### config.mk
export PLATFORM = sky130hd
export DESIGN_NAME = adc_seq_ctrl
export DESIGN_NICKNAME = d
export VERILOG_FILES = /design/src/rtl/adc_seq_pkg.sv /design/src/rtl/adc_seq_cfg.sv /design/src/rtl/adc_seq_trig.sv /design/src/rtl/adc_seq_fsm.sv /design/src/rtl/adc_seq_ctrl.sv
export SDC_FILE = /design/constraint.sdc
export NUM_CORES = 1
export LEC_CHECK = 0
export ABC_CLOCK_PERIOD_IN_PS = 3800
export CAP_MARGIN = 20
export CORE_UTILIZATION = 62
export DETAILED_ROUTE_END_ITERATION = 10
export PLACE_DENSITY_LB_ADDON = 0.05
export SYNTH_ARGS = -nofsm -noshare
export SYNTH_HDL_FRONTEND = slang
export SYNTH_SLANG_ARGS = --single-unit
### constraint.sdc
create_clock -name clk -period 3.8 [get_ports clk]
set_clock_uncertainty 0.15 [all_clocks]
set_input_delay 0.57 -clock clk [delete_from_list [all_inputs] [get_ports clk]]
set_output_delay 0.57 -clock clk [all_outputs]
set_load 0.02 [all_outputs]
### src/rtl/adc_seq_pkg.sv
package adc_seq_pkg;

  typedef enum logic [2:0] {
    ST_IDLE   = 3'd0,
    ST_WAIT   = 3'd1,
    ST_DELAY  = 3'd2,
    ST_SAMPLE = 3'd3,
    ST_SEQEND = 3'd4,
    ST_DONE   = 3'd5
  } seq_state_e;

  typedef enum logic [1:0] {
    SRC_SOFT     = 2'd0,
    SRC_RISE     = 2'd1,
    SRC_FALL     = 2'd2,
    SRC_RISE_ALT = 2'd3
  } trig_src_e;

  localparam logic [2:0] ADDR_CTRL   = 3'd0;
  localparam logic [2:0] ADDR_NSAMP  = 3'd1;
  localparam logic [2:0] ADDR_NSEQ   = 3'd2;
  localparam logic [2:0] ADDR_TIMING = 3'd3;
  localparam logic [2:0] ADDR_KICK   = 3'd4;

  localparam int CTRL_RUN_BIT  = 0;
  localparam int CTRL_LOOP_BIT = 1;
  localparam int CTRL_SRC_LSB  = 2;
  localparam int TIMING_CH_LSB = 16;

endpackage

### src/rtl/adc_seq_cfg.sv
module adc_seq_cfg
  import adc_seq_pkg::*;
#(
  parameter int DATA_W = 32,
  parameter int CNT_W  = 16,
  parameter int DLY_W  = 16,
  parameter int CH_W   = 3
) (
  input  logic              clk,
  input  logic              rst_n,
  input  logic              cfg_wr,
  input  logic [2:0]        cfg_addr,
  input  logic [DATA_W-1:0] cfg_wdata,
  output logic              run_set,
  output logic              run_clr,
  output logic              kick,
  output logic              act_loop,
  output trig_src_e         act_src,
  output logic [CNT_W-1:0]  act_nsamp,
  output logic [CNT_W-1:0]  act_nseq,
  output logic [DLY_W-1:0]  act_dly,
  output logic [CH_W-1:0]   act_ch
);

  logic [CNT_W-1:0] shd_nsamp, shd_nseq;
  logic [DLY_W-1:0] shd_dly;
  logic [CH_W-1:0]  shd_ch;
  logic             wr_ctrl;

  function automatic logic [CNT_W-1:0] at_least_one(input logic [CNT_W-1:0] v);
    return (v == '0) ? CNT_W'(1) : v;
  endfunction

  assign wr_ctrl = cfg_wr && (cfg_addr == ADDR_CTRL);
  assign run_set = wr_ctrl && cfg_wdata[CTRL_RUN_BIT];
  assign run_clr = wr_ctrl && !cfg_wdata[CTRL_RUN_BIT];
  assign kick    = cfg_wr && (cfg_addr == ADDR_KICK);

  // shadow copies, written freely at any time
  always_ff @(posedge clk or negedge rst_n) begin
    if (!rst_n) begin
      shd_nsamp <= CNT_W'(1);
      shd_nseq  <= CNT_W'(1);
      shd_dly   <= '0;
      shd_ch    <= '0;
    end else if (cfg_wr) begin
      unique case (cfg_addr)
        ADDR_NSAMP:  shd_nsamp <= cfg_wdata[CNT_W-1:0];
        ADDR_NSEQ:   shd_nseq  <= cfg_wdata[CNT_W-1:0];
        ADDR_TIMING: begin
          shd_dly <= cfg_wdata[DLY_W-1:0];
          shd_ch  <= cfg_wdata[TIMING_CH_LSB +: CH_W];
        end
        default: ;
      endcase
    end
  end

  // working set, loaded only by a run command
  always_ff @(posedge clk or negedge rst_n) begin
    if (!rst_n) begin
      act_loop  <= 1'b0;
      act_src   <= SRC_RISE;
      act_nsamp <= CNT_W'(1);
      act_nseq  <= CNT_W'(1);
      act_dly   <= '0;
      act_ch    <= '0;
    end else if (run_set) begin
      act_loop  <= cfg_wdata[CTRL_LOOP_BIT];
      act_src   <= trig_src_e'(cfg_wdata[CTRL_SRC_LSB +: 2]);
      act_nsamp <= at_least_one(shd_nsamp);
      act_nseq  <= at_least_one(shd_nseq);
      act_dly   <= shd_dly;
      act_ch    <= shd_ch;
    end
  end

endmodule

### src/rtl/adc_seq_trig.sv
module adc_seq_trig
  import adc_seq_pkg::*;
#(
  parameter int SYNC_STAGES = 2
) (
  input  logic      clk,
  input  logic      rst_n,
  input  logic      trig_in,
  input  logic      kick,
  input  trig_src_e src,
  output logic      trig_evt
);

  logic [SYNC_STAGES-1:0] sync_q;
  logic [SYNC_STAGES-1:0] kick_q;
  logic                   last_q;
  logic                   rise, fall;

  // synchronizer for the pulse input and a matching delay line for the
  // software kick so both sources see the same latency
  for (genvar i = 0; i < SYNC_STAGES; i++) begin : g_stage
    if (i == 0) begin : g_head
      always_ff @(posedge clk or negedge rst_n) begin
        if (!rst_n) begin
          sync_q[0] <= 1'b0;
          kick_q[0] <= 1'b0;
        end else begin
          sync_q[0] <= trig_in;
          kick_q[0] <= kick;
        end
      end
    end else begin : g_tail
      always_ff @(posedge clk or negedge rst_n) begin
        if (!rst_n) begin
          sync_q[i] <= 1'b0;
          kick_q[i] <= 1'b0;
        end else begin
          sync_q[i] <= sync_q[i-1];
          kick_q[i] <= kick_q[i-1];
        end
      end
    end
  end

  always_ff @(posedge clk or negedge rst_n) begin
    if (!rst_n) last_q <= 1'b0;
    else        last_q <= sync_q[SYNC_STAGES-1];
  end

  assign rise = sync_q[SYNC_STAGES-1] && !last_q;
  assign fall = !sync_q[SYNC_STAGES-1] && last_q;

  always_comb begin
    unique case (src)
      SRC_SOFT: trig_evt = kick_q[SYNC_STAGES-1];
      SRC_FALL: trig_evt = fall;
      default:  trig_evt = rise;
    endcase
  end

endmodule

### src/rtl/adc_seq_fsm.sv
module adc_seq_fsm
  import adc_seq_pkg::*;
#(
  parameter int CNT_W    = 16,
  parameter int DLY_W    = 16,
  parameter int CH_W     = 3,
  parameter int LOAD_ADJ = 1
) (
  input  logic             clk,
  input  logic             rst_n,
  input  logic             run_set,
  input  logic             run_clr,
  input  logic             trig_evt,
  input  logic             act_loop,
  input  logic [CNT_W-1:0] act_nsamp,
  input  logic [CNT_W-1:0] act_nseq,
  input  logic [DLY_W-1:0] act_dly,
  input  logic [CH_W-1:0]  act_ch,
  output logic             conv_req,
  input  logic             conv_rdy,
  output logic [CH_W-1:0]  conv_ch,
  input  logic             sample_vld,
  output logic [2:0]       st_state,
  output logic [CNT_W-1:0] st_samples,
  output logic [CNT_W-1:0] st_seqs,
  output logic             st_done
);

  localparam int CD_W = DLY_W + 1;

  seq_state_e       state_q;
  logic [CD_W-1:0]  wait_q;
  logic [CD_W-1:0]  wait_load;
  logic [CNT_W-1:0] samp_q, seq_q, seq_inc;
  logic             pend_q, done_q, samp_last;

  assign wait_load = {1'b0, act_dly} + CD_W'(LOAD_ADJ);
  assign seq_inc   = seq_q + CNT_W'(1);
  assign samp_last = (samp_q + CNT_W'(1)) == act_nsamp;

  assign conv_req   = (state_q == ST_SAMPLE) && !pend_q;
  assign conv_ch    = act_ch;
  assign st_state   = state_q;
  assign st_samples = samp_q;
  assign st_seqs    = seq_q;
  assign st_done    = done_q;

  always_ff @(posedge clk or negedge rst_n) begin
    if (!rst_n) begin
      state_q <= ST_IDLE;
      wait_q  <= '0;
      samp_q  <= '0;
      seq_q   <= '0;
      pend_q  <= 1'b0;
      done_q  <= 1'b0;
    end else if (run_set) begin
      state_q <= ST_WAIT;
      samp_q  <= '0;
      seq_q   <= '0;
      pend_q  <= 1'b0;
      done_q  <= 1'b0;
    end else if (run_clr) begin
      state_q <= ST_IDLE;
      pend_q  <= 1'b0;
    end else begin
      unique case (state_q)
        ST_WAIT: begin
          if (trig_evt) begin
            state_q <= ST_DELAY;
            wait_q  <= wait_load;
          end
        end
        ST_DELAY: begin
          if (wait_q == '0) begin
            state_q <= ST_SAMPLE;
            samp_q  <= '0;
            pend_q  <= 1'b0;
          end else begin
            wait_q <= wait_q - CD_W'(1);
          end
        end
        ST_SAMPLE: begin
          if (conv_req && conv_rdy) begin
            pend_q <= 1'b1;
          end else if (pend_q && sample_vld) begin
            samp_q <= samp_q + CNT_W'(1);
            pend_q <= 1'b0;
            if (samp_last) state_q <= ST_SEQEND;
          end
        end
        ST_SEQEND: begin
          seq_q <= seq_inc;
          if (act_loop) begin
            state_q <= ST_WAIT;
          end else if (seq_inc == act_nseq) begin
            state_q <= ST_DONE;
            done_q  <= 1'b1;
          end else begin
            state_q <= ST_SAMPLE;
            samp_q  <= '0;
            pend_q  <= 1'b0;
          end
        end
        default: ;
      endcase
    end
  end

endmodule

### src/rtl/adc_seq_ctrl.sv
module adc_seq_ctrl
  import adc_seq_pkg::*;
#(
  parameter int DATA_W      = 32,
  parameter int CNT_W       = 16,
  parameter int DLY_W       = 16,
  parameter int CH_W        = 3,
  parameter int SYNC_STAGES = 2,
  parameter int FIXED_LAT   = 4
) (
  input  logic              clk,
  input  logic              rst_n,
  input  logic              cfg_wr,
  input  logic [2:0]        cfg_addr,
  input  logic [DATA_W-1:0] cfg_wdata,
  input  logic              trig_in,
  output logic              conv_req,
  input  logic              conv_rdy,
  output logic [CH_W-1:0]   conv_ch,
  input  logic              sample_vld,
  output logic [2:0]        st_state,
  output logic [CNT_W-1:0]  st_samples,
  output logic [CNT_W-1:0]  st_seqs,
  output logic              st_done
);

  // cycles spent in synchronizer and edge register are taken out of the
  // fixed latency; the remainder is added to the programmed delay
  localparam int LOAD_ADJ = FIXED_LAT - SYNC_STAGES - 1;

  logic             run_set, run_clr, kick, trig_evt;
  logic             act_loop;
  trig_src_e        act_src;
  logic [CNT_W-1:0] act_nsamp, act_nseq;
  logic [DLY_W-1:0] act_dly;
  logic [CH_W-1:0]  act_ch;

  adc_seq_cfg #(
    .DATA_W(DATA_W), .CNT_W(CNT_W), .DLY_W(DLY_W), .CH_W(CH_W)
  ) u_cfg (
    .clk(clk), .rst_n(rst_n),
    .cfg_wr(cfg_wr), .cfg_addr(cfg_addr), .cfg_wdata(cfg_wdata),
    .run_set(run_set), .run_clr(run_clr), .kick(kick),
    .act_loop(act_loop), .act_src(act_src),
    .act_nsamp(act_nsamp), .act_nseq(act_nseq),
    .act_dly(act_dly), .act_ch(act_ch)
  );

  adc_seq_trig #(
    .SYNC_STAGES(SYNC_STAGES)
  ) u_trig (
    .clk(clk), .rst_n(rst_n),
    .trig_in(trig_in), .kick(kick), .src(act_src),
    .trig_evt(trig_evt)
  );

  adc_seq_fsm #(
    .CNT_W(CNT_W), .DLY_W(DLY_W), .CH_W(CH_W), .LOAD_ADJ(LOAD_ADJ)
  ) u_fsm (
    .clk(clk), .rst_n(rst_n),
    .run_set(run_set), .run_clr(run_clr), .trig_evt(trig_evt),
    .act_loop(act_loop), .act_nsamp(act_nsamp), .act_nseq(act_nseq),
    .act_dly(act_dly), .act_ch(act_ch),
    .conv_req(conv_req), .conv_rdy(conv_rdy), .conv_ch(conv_ch),
    .sample_vld(sample_vld),
    .st_state(st_state), .st_samples(st_samples),
    .st_seqs(st_seqs), .st_done(st_done)
  );

endmodule

==> results summary, run 1 <==
The standby leakage power is 4.213 nW. The multi-input gate area in the final layout is 4160 µm². The power density over cell area is 623.9 nW/µm². The total of fill cells in the finished design is 936. The tightest min-delay check is of the in -> async type. Once detailed placement completed, the half-perimeter wirelength came to 14.18 mm. The delay contributed by the slowest stage of the critical path is 0.52 ns. The net count after synthesis came out at 963. The effective utilization at floorplan is 0.6392. Across every metal layer, demand over resource in global routing totals 0.3151.

IR analysis of the VDD net gives a maximum drop of 0.0003755 V. The register area is 4110 µm². The pin slew with the least headroom to its limit came out at 0.8301 ns.

Counting stages on the worst path, the most repeated cell is o21ai_0. The chip width is 119.1 µm. The final-report max-slew violation count is 0. The most frequent standard cell in the layout excluding fill and tap cells is nand2_1.

The sequential element share of the synthesized area is 0.4837. TritonCTS built the clock tree. The signal on the critical path passes through inv_1, ha_1, or4b_1, nand4b_1, o31ai_1, nand2_1, o21ai_0, o21ai_2, nor2_4, o21ai_0. The number of setup violations in the final report came out at 0.

The TritonCTS buffer count came out at 17. Along the worst path, the maximum fanout reaches 15. The post-route clock period utilization came out at 0.8437. The number of sinks handled by clock tree synthesis came out at 164. The growth of design area from synthesis to finish is 16.02%. The cell count of the worst reg-to-reg path is 10. The number of gates resized after CTS was 0. The detailed-router iteration count before antenna repair is 7. Among all flip-flop cells after synthesis, the most frequent one is dfrtp_1.

The flow ran to the end, and the final reports show no timing, DRC or antenna violations. In the routed design, unresolved DRC markers number 0. The kind of critical path is reg -> reg. 0 antenna diodes ended up in the layout. The quantity of I/O buffers inserted on ports came out at 67. The clock insertion delay at the later pin of the skew report came out at 0.43 ns.

Dividing the detail-routed via count by the number of cells gives 6.187. The core footprint came out at 13300 µm². Buffers added to address setup during post-CTS repair amount to 0. The critical register-to-register path endpoint is u_fsm.st_samples[3].

The worst slew margin relative to its limit came out at 0.4453. The number of unique standard cell types used by synthesis came out at 67. The routability congestion estimate from global placement came out at 0.9082. The height of the chip came out at 119.1 µm. The slowest stage of the critical path is the or4b_1 cell. The reg-to-reg setup timing slack is 0.59 ns.

The max-capacitance violation count is 0. The total wire length after detailed routing came out at 21.33 mm. The maximum clock frequency came out at 311.9 MHz. Once layout is complete, the utilization of the core stands at 0.7416. In this run the number of H-tree levels came out at 4. The share of cells above drive strength 1 came out at 0.1263.

Entering global routing, the biggest net connects 85 pins. The tree is rooted in a clkbuf_16. At the placement stage, the worst setup path has a slack of 0.4553 ns. Data on the critical path arrives at its endpoint at 3.34 ns. Yosys attributes the largest share of cell area to dfrtp_1, nand2_1, mux2_2.

The count of pins on the block boundary came out at 81. The type of destination of the critical path is a register. Clock-pin slew was measured on the worst setup and hold paths at 0.07 ns. The share of synthesized area in the top cell type comes to 0.4682. The count of yosys warnings during synthesis came out at 0. After synthesis the netlist holds a flip-flop and latch count of 164. The first-pass GRT wire length came out at 34.84 mm. In this run the remaining antenna-violating nets after routing total 0. In the synthesized netlist the async set-or-reset flop fraction comes to 1.000. The final worst-path setup slack is 0.5941 ns.

The routed length per instance came out at 18.42 µm. The number of hold violations in the final report is 0. The power after layout came out at 6.151 mW. The number of buffers and inverters on the critical path is 1. For this block, the initial DRC count from the detailed router was 696. The biggest area contributor in the post-synthesis netlist is dfrtp_1. The number of antenna violations at the first check in global routing is 0. The number of enable flip-flop cells after synthesis came out at 0. Dividing the synthesized area by the synthesized cell count gives 9.257 µm².

Setup repair after global routing left no endpoint under its margin. The gate family responsible for the most delay along the worst path is simple AND/OR/NAND/NOR gates. The number of hold buffers added after CTS was 0. The post-synthesis cell count came out at 918. The total number of vias came out at 7165.

The final critical-path required period came out at 3.206 ns. The number of nets in the finished design came out at 1014. The remaining global-route overflow is 0. The overall die area is 14180 µm². In this run the critical register-to-register path is launched from u_fsm.wait_q[0].

The library cells used most frequently in the layout, excluding fill and tap cells, are nand2_1, dfrtp_1, clkdlybuf4s50_1. The mapped netlist covers 8498 µm². STA classifies the critical path startpoint as a register. The number of global-route vias before repair is 6811. Summed over all failing endpoints, the final setup total negative slack is 0 ns. The number of placement rows is 42. STA puts the critical path data required time at 3.94 ns.

The clock passes through at most 2 buffers.
-- registers in the layout, indices dropped and copies added, names as in the netlist, 2 cells and up --
| name | flops |
|---|---|
| u_trig.kick_q | 2 |
| u_cfg.act_nseq | 16 |
| u_cfg.act_nsamp | 16 |
| u_fsm.wait_q | 17 |
| u_trig.sync_q | 2 |
| u_cfg.shd_nseq | 16 |
| u_cfg.shd_nsamp | 16 |
| u_fsm.st_seqs | 16 |
| u_cfg.act_ch | 3 |
| u_cfg.act_src | 2 |
| u_fsm.st_samples | 16 |
| u_cfg.act_dly | 16 |
| u_cfg.shd_dly | 16 |
| u_fsm.st_state | 3 |
| u_cfg.shd_ch | 3 |
-- synth_stat cells, types with 3 or more instances --
cell and count:
a21oi_1 30, a22o_1 3, a31oi_1 11, a31oi_4 3, a41oi_1 3, and2_1 4, and3_1 11, and4_1 4
buf_1 3, buf_2 6, buf_6 3, clkbuf_1 34, dfrtp_1 159, dfstp_2 5, ha_1 4, inv_1 9
mux2_2 52, mux2i_1 4, nand2_1 224, nand2b_1 4, nand3_1 33, nand4_1 15, nor2_1 56, nor2b_1 6
nor3_1 24, nor3b_1 5, nor4_1 10, o211ai_1 3, o21ai_0 62, o21ai_2 7, o22ai_1 5, o31ai_1 11
o41ai_1 3, or3_1 9, xnor2_1 33, xor2_1 20
-- worst reg2reg max path: stages (launching register included) --
cell	delay [ns]
dfrtp_1	0.41
inv_1	0.07
ha_1	0.18
or4b_1	0.52
nand4b_1	0.35
o31ai_1	0.28
nand2_1	0.12
o21ai_0	0.13
o21ai_2	0.16
nor2_4	0.51
o21ai_0	0.19
-- layout make-up --
class                   instances  area share
repair buffers                 79     0.08020
clock buffers                  21     0.04569
well taps                     176     0.02233
inverters                       9    0.003426
multi-input cells             698      0.4220
clock inverters                11    0.009518
flip-flops and latches        164      0.4169
-- per-stage QoR --
step                cells  hold WS (ns)  instance area (µm²)
floorplan             918        0.1244                 8498
global placement     1124        0.1834                 9296
detailed placement   1124        0.1864                 9296
CTS                  1156       0.08142                 9841
global route         1158        0.1007                 9859
finish               1158       0.04009                 9859
-- power breakdown --
group	switching (mW)	leakage (nW)	internal, mW	total, mW
logic	1.07	1.90	0.809	1.88
registers	0.494	2.05	2.17	2.66
clock network	0.733	0.259	0.870	1.60
total	2.30	4.21	3.85	6.15
-- per-layer routing --
metal / vias up / GRT usage / wire length (µm)
met3: 40 / 0.05220 / 1061
met5: - / 0 / 0
met2: 251 / 0.5182 / 10540
li1: 3325 / - / -
met4: 0 / 0.1100 / 452
met1: 3549 / 0.4236 / 9270
-- cells by family (layout without fill, tap and decap cells) --
logic type,Yosys count,count (layout),share of synthesized area
compound gates,168,168,0.1296
xor+xnor,53,53,0.05462
fa+ha+maj,4,4,0.005890
buf+inv,56,120,0.03018
flops,164,164,0.4837
mux,56,56,0.07362
simple gates,417,417,0.2225
-- worst max path at each step --
stage	end	depth (start not counted)	slack (ns)	start
3_5_place_dp	u_fsm.st_seqs[8]	8	0.46	cfg_addr[0]
2_1_floorplan	u_fsm.st_samples[12]	11	1.22	u_fsm.st_seqs[6]
4_1_cts	u_fsm.st_samples[10]	9	0.60	u_fsm.st_seqs[0]
5_1_grt	u_fsm.st_samples[2]	10	0.39	u_fsm.wait_q[0]
6_report	u_fsm.st_samples[3]	10	0.59	u_fsm.wait_q[0]
3_3_place_gp	u_fsm.st_samples[9]	7	0.54	cfg_addr[0]
No activity file was read; power rests on OpenSTA's default activity.
==> run 2: changes to the inputs <==
--- a/config.mk
+++ b/config.mk
@@ -5,9 +5,9 @@
 export SDC_FILE = /design/constraint.sdc
 export NUM_CORES = 1
 export LEC_CHECK = 0
-export ABC_CLOCK_PERIOD_IN_PS = 3800
+export ABC_CLOCK_PERIOD_IN_PS = 3210
 export CAP_MARGIN = 20
-export CORE_UTILIZATION = 62
+export CORE_UTILIZATION = 58
 export DETAILED_ROUTE_END_ITERATION = 10
 export PLACE_DENSITY_LB_ADDON = 0.05
 export SYNTH_ARGS = -nofsm -noshare
==> constraint.sdc (replaced) <==
create_clock -name clk -period 3.21 [get_ports clk]
set_clock_uncertainty 0.15 [all_clocks]
set_input_delay 0.4815 -clock clk [delete_from_list [all_inputs] [get_ports clk]]
set_output_delay 0.4815 -clock clk [all_outputs]
set_load 0.02 [all_outputs]
==> run 2 against run 1 <==
  * Cell area grew 2.4%
  * Routed wire length grew 1.8%
  * Worst hold slack gained 0.16 ns
  * Register-to-register slack lost 0.36 ns
  * Clock power grew 35%
  * First-iteration DRC count shrank 4.3%
  * Global-route usage shrank 0.78 points
  * Via count grew 0.95%
  * Total power grew 24%
  * Core utilization shrank 2.5 points
  * Sequential share of layout area shrank 1.0 points
  * Critical path type unchanged
  * Critical endpoint is now u_fsm.st_samples[10]
==> results summary, run 2 (synthesized netlist as in run 1, its figures left out) <==
The number of sinks handled by clock tree synthesis is 164 (unchanged). The total negative slack came out at 0 ns (unchanged). The total wire length after detailed routing is 21.72 mm (was 21.33 mm). The core footprint is 14100 µm² (was 13300 µm²).

The number of nets in the finished design came out at 1034 (was 1014). The final-report max-slew violation count is 0 (unchanged). The register containing the most flip-flops in the final layout was u_fsm.wait_q (unchanged).

The effective utilization at floorplan is 0.6029 (was 0.6392). Status: finished clean (unchanged). Setup repair after global routing missed its margin: false (unchanged). The gate family responsible for the most delay along the worst path was compound AO/OA/AOI/OAI gates (was simple AND/OR/NAND/NOR gates). Commonest non-fill, non-tap cells in the layout: nand2_1, dfrtp_1, clkdlybuf4s50_1 (unchanged). The worst setup slack before clock tree synthesis is 0.09188 ns (was 0.4553 ns).

The number of post-CTS setup repair buffers is 0 (unchanged). The via density per instance came out at 6.119 (was 6.187). The detailed-router iteration count before antenna repair is 5 (was 7).

The pin count of the biggest net entering global routing came to 75 (was 85). The remaining design rule violation count is 0 (unchanged). The data arrival at the endpoint of the critical path came out at 3.17 ns (was 3.34 ns). The number of setup violations in the final report is 0 (unchanged). The final worst-path setup slack is 0.2385 ns (was 0.5941 ns). The total non-filler cell area in the finished layout was 10100 µm² (was 9859 µm²). The first-iteration detailed-routing DRC count is 666 (was 696). The power spent charging and discharging nets is 2.829 mW (was 2.302 mW). The proportion of power drawn by combinational gates came out at 0.306 (about the same).

The clock-pin slew on the worst setup and hold paths is 0.07 ns (about the same). The hold buffer count at CTS came out at 1 (was 0). The number of placement rows is 43 (was 42).

The final antenna diode count was 0 (unchanged). The total routing usage reported by global routing came out at 0.3072 (was 0.3151). The residual antenna-violating net count after detailed routing is 0 (unchanged). The reg-to-reg startpoint is u_fsm.st_seqs[0] (was u_fsm.wait_q[0]). The share of cells above drive strength 1 came out at 0.1447 (was 0.1263).

The clock tree buffer depth came out at 2 (unchanged). The number of buffers and inverters on the critical path is 1 (unchanged). The TritonCTS buffer count is 17 (unchanged). The first-pass GRT wire length came out at 35.39 mm (was 34.84 mm).

The number of hold violations in the final report came to 0 (unchanged). The startpoint of the tightest hold check path is u_trig.kick_q[0]. The data required time at the worst endpoint came out at 3.40 ns (was 3.94 ns). The class of the most critical hold timing path is reg -> reg (was in -> async). The switching portion of total power is 0.3721 (was 0.3742). The CTS tree is built (unchanged). The standby leakage power came out at 4.357 nW (was 4.213 nW). The total number of vias is 7233 (was 7165). The clock root buffer is clkbuf_16 (unchanged). The H-tree depth came out at 4 (unchanged).

The detailed-placement wirelength estimate came out at 15.09 mm (was 14.18 mm). The maximum net fanout on the critical path is 15 (unchanged). The type of destination of the critical path is a register (unchanged).

The final-layout worst hold slack is 0.2020 ns (was 0.04009 ns). The maximum clock frequency came to 336.5 MHz (was 311.9 MHz). The critical path startpoint was u_fsm.st_seqs[0] (was u_fsm.wait_q[0]). The total of fill cells in the finished design is 1051 (was 936).

The peak supply drop came to 0.0004536 V (was 0.0003755 V). The power density over cell area is 752.6 nW/µm² (was 623.9 nW/µm²). The clock insertion delay at the later pin of the skew report is 0.44 ns (was 0.43 ns). The relative contribution of the clock network to total power is 0.284 (was 0.261).

The internal power component is 4.773 mW (was 3.849 mW). The count of pins on the block boundary was 81 (unchanged). The number of flip-flops in the largest register was 17 (unchanged). The post-route clock period utilization came out at 0.9257 (was 0.8437). The height of the chip came out at 123.0 µm (was 119.1 µm). The remaining global-route overflow is 0 (unchanged). The overall die area came out at 15140 µm² (was 14180 µm²). The max-capacitance violation count is 0 (unchanged). The kind of critical path is reg -> reg (unchanged). The routability congestion estimate from global placement came out at 0.9380 (was 0.9082). The placed standard-cell area is 9454 µm² (was 9296 µm²). The final critical-path required period came to 2.971 ns (was 3.206 ns).

The routed length per instance is 18.37 µm (was 18.42 µm). The quantity of I/O buffers inserted on ports came out at 67 (unchanged). The quantity of gates resized following cts came out at 0 (unchanged).

The pin slew with the least headroom to its limit is 0.9796 ns (was 0.8301 ns). The delay contributed by the slowest stage of the critical path was 0.52 ns (about the same). The chip width came out at 123.0 µm (was 119.1 µm). The slowest library cell on the worst path was dfrtp_1 (was or4b_1). The number of antenna violations at the first check in global routing came out at 0 (unchanged). The number of global-route vias before repair came out at 7026 (was 6811). The part of the power in registers came out at 0.410 (was 0.433). Cell-by-cell trace of the critical path: ha_1, mux2_2, a21oi_1, a2111oi_0, nand3_1, a211o_1, o21ai_2, nor2_4, buf_12, o31ai_1 (was inv_1, ha_1, or4b_1, nand4b_1, o31ai_1, nand2_1, o21ai_0, o21ai_2, nor2_4, o21ai_0). The most frequent standard cell in the layout excluding fill and tap cells is nand2_1 (unchanged). The startpoint class of the critical path is a register (unchanged). The utilization after layout came out at 0.7166 (was 0.7416). The growth of design area from synthesis to finish is 18.86% (was 16.02%).

The worst slew margin relative to its limit came out at 0.3445 (was 0.4453).
[run 2: changes by cell type in the layout (fill, tap and decap cells not counted)]
cell,previous run,this run
clkinvlp_4,3,2
clkbuf_1,3,0
clkbuf_8,1,0
buf_4,9,29
inv_6,4,2
a211oi_2,1,0
buf_6,2,1
bufinv_16,0,2
clkinv_8,0,4
clkinv_2,1,0
dlygate4sd3_1,0,1
a211oi_1,1,2
inv_8,2,4
[run 2: worst reg2reg max path, stage by stage (launching register included)]
cell,delay [ns]
dfrtp_1,0.52
ha_1,0.36
mux2_2,0.21
a21oi_1,0.06
a2111oi_0,0.42
nand3_1,0.14
a211o_1,0.28
o21ai_2,0.30
nor2_4,0.07
buf_12,0.17
o31ai_1,0.20
[run 2: cell type report]
class / instances / area, µm² / share of cell area
flip-flops and latches: 164 / 4110 / 0.4069
multi-input cells: 698 / 4155 / 0.4114
clock buffers: 17 / 425.4 / 0.04212
inverters: 9 / 33.78 / 0.003344
clock inverters: 15 / 211.5 / 0.02093
well taps: 180 / 225.2 / 0.02230
repair buffers: 99 / 939.7 / 0.09303
[run 2: power by group through the flow]
stage	Combinational (mW)	Clock (mW)	Sequential, mW
floorplan	1.59	0	3.02
global placement	2.19	0	3.10
detailed placement	2.29	0	3.13
CTS	2.31	2.18	3.10
global route	2.57	2.26	3.18
finish	2.33	2.16	3.12
[run 2: per-layer routing]
| metal | up-vias | global-route usage | part of all wire | wire (µm) |
|---|---|---|---|---|
| met5 | - | 0 | 0 | 0 |
| met4 | 0 | 0.1280 | 0.029 | 637 |
| met3 | 44 | 0.05673 | 0.056 | 1207 |
| met2 | 266 | 0.5130 | 0.49 | 10650 |
| met1 | 3556 | 0.3946 | 0.42 | 9224 |
| li1 | 3367 | - | - | - |
[run 2: final timing paths]
path | to | slack (ns) | cells past startpoint
setup / recovery | u_fsm.st_samples[10] | 0.24 | 10
hold / removal | u_trig.kick_q[1] | 0.20 | 0
setup reg to reg | u_fsm.st_samples[10] | 0.24 | 10
hold reg to reg | u_trig.kick_q[1] | 0.20 | 0
max in group asynchronous | u_cfg.act_nsamp[0] | 1.60 | 3
min in group asynchronous | u_fsm.wait_q[3] | 0.48 | 2
[run 2: stage by stage]
stage	power, mW	instances
6_report	7.601	1182
5_1_grt	8.013	1182
4_1_cts	7.600	1182
3_5_place_dp	5.414	1149
3_3_place_gp	5.286	1149
2_1_floorplan	4.617	918
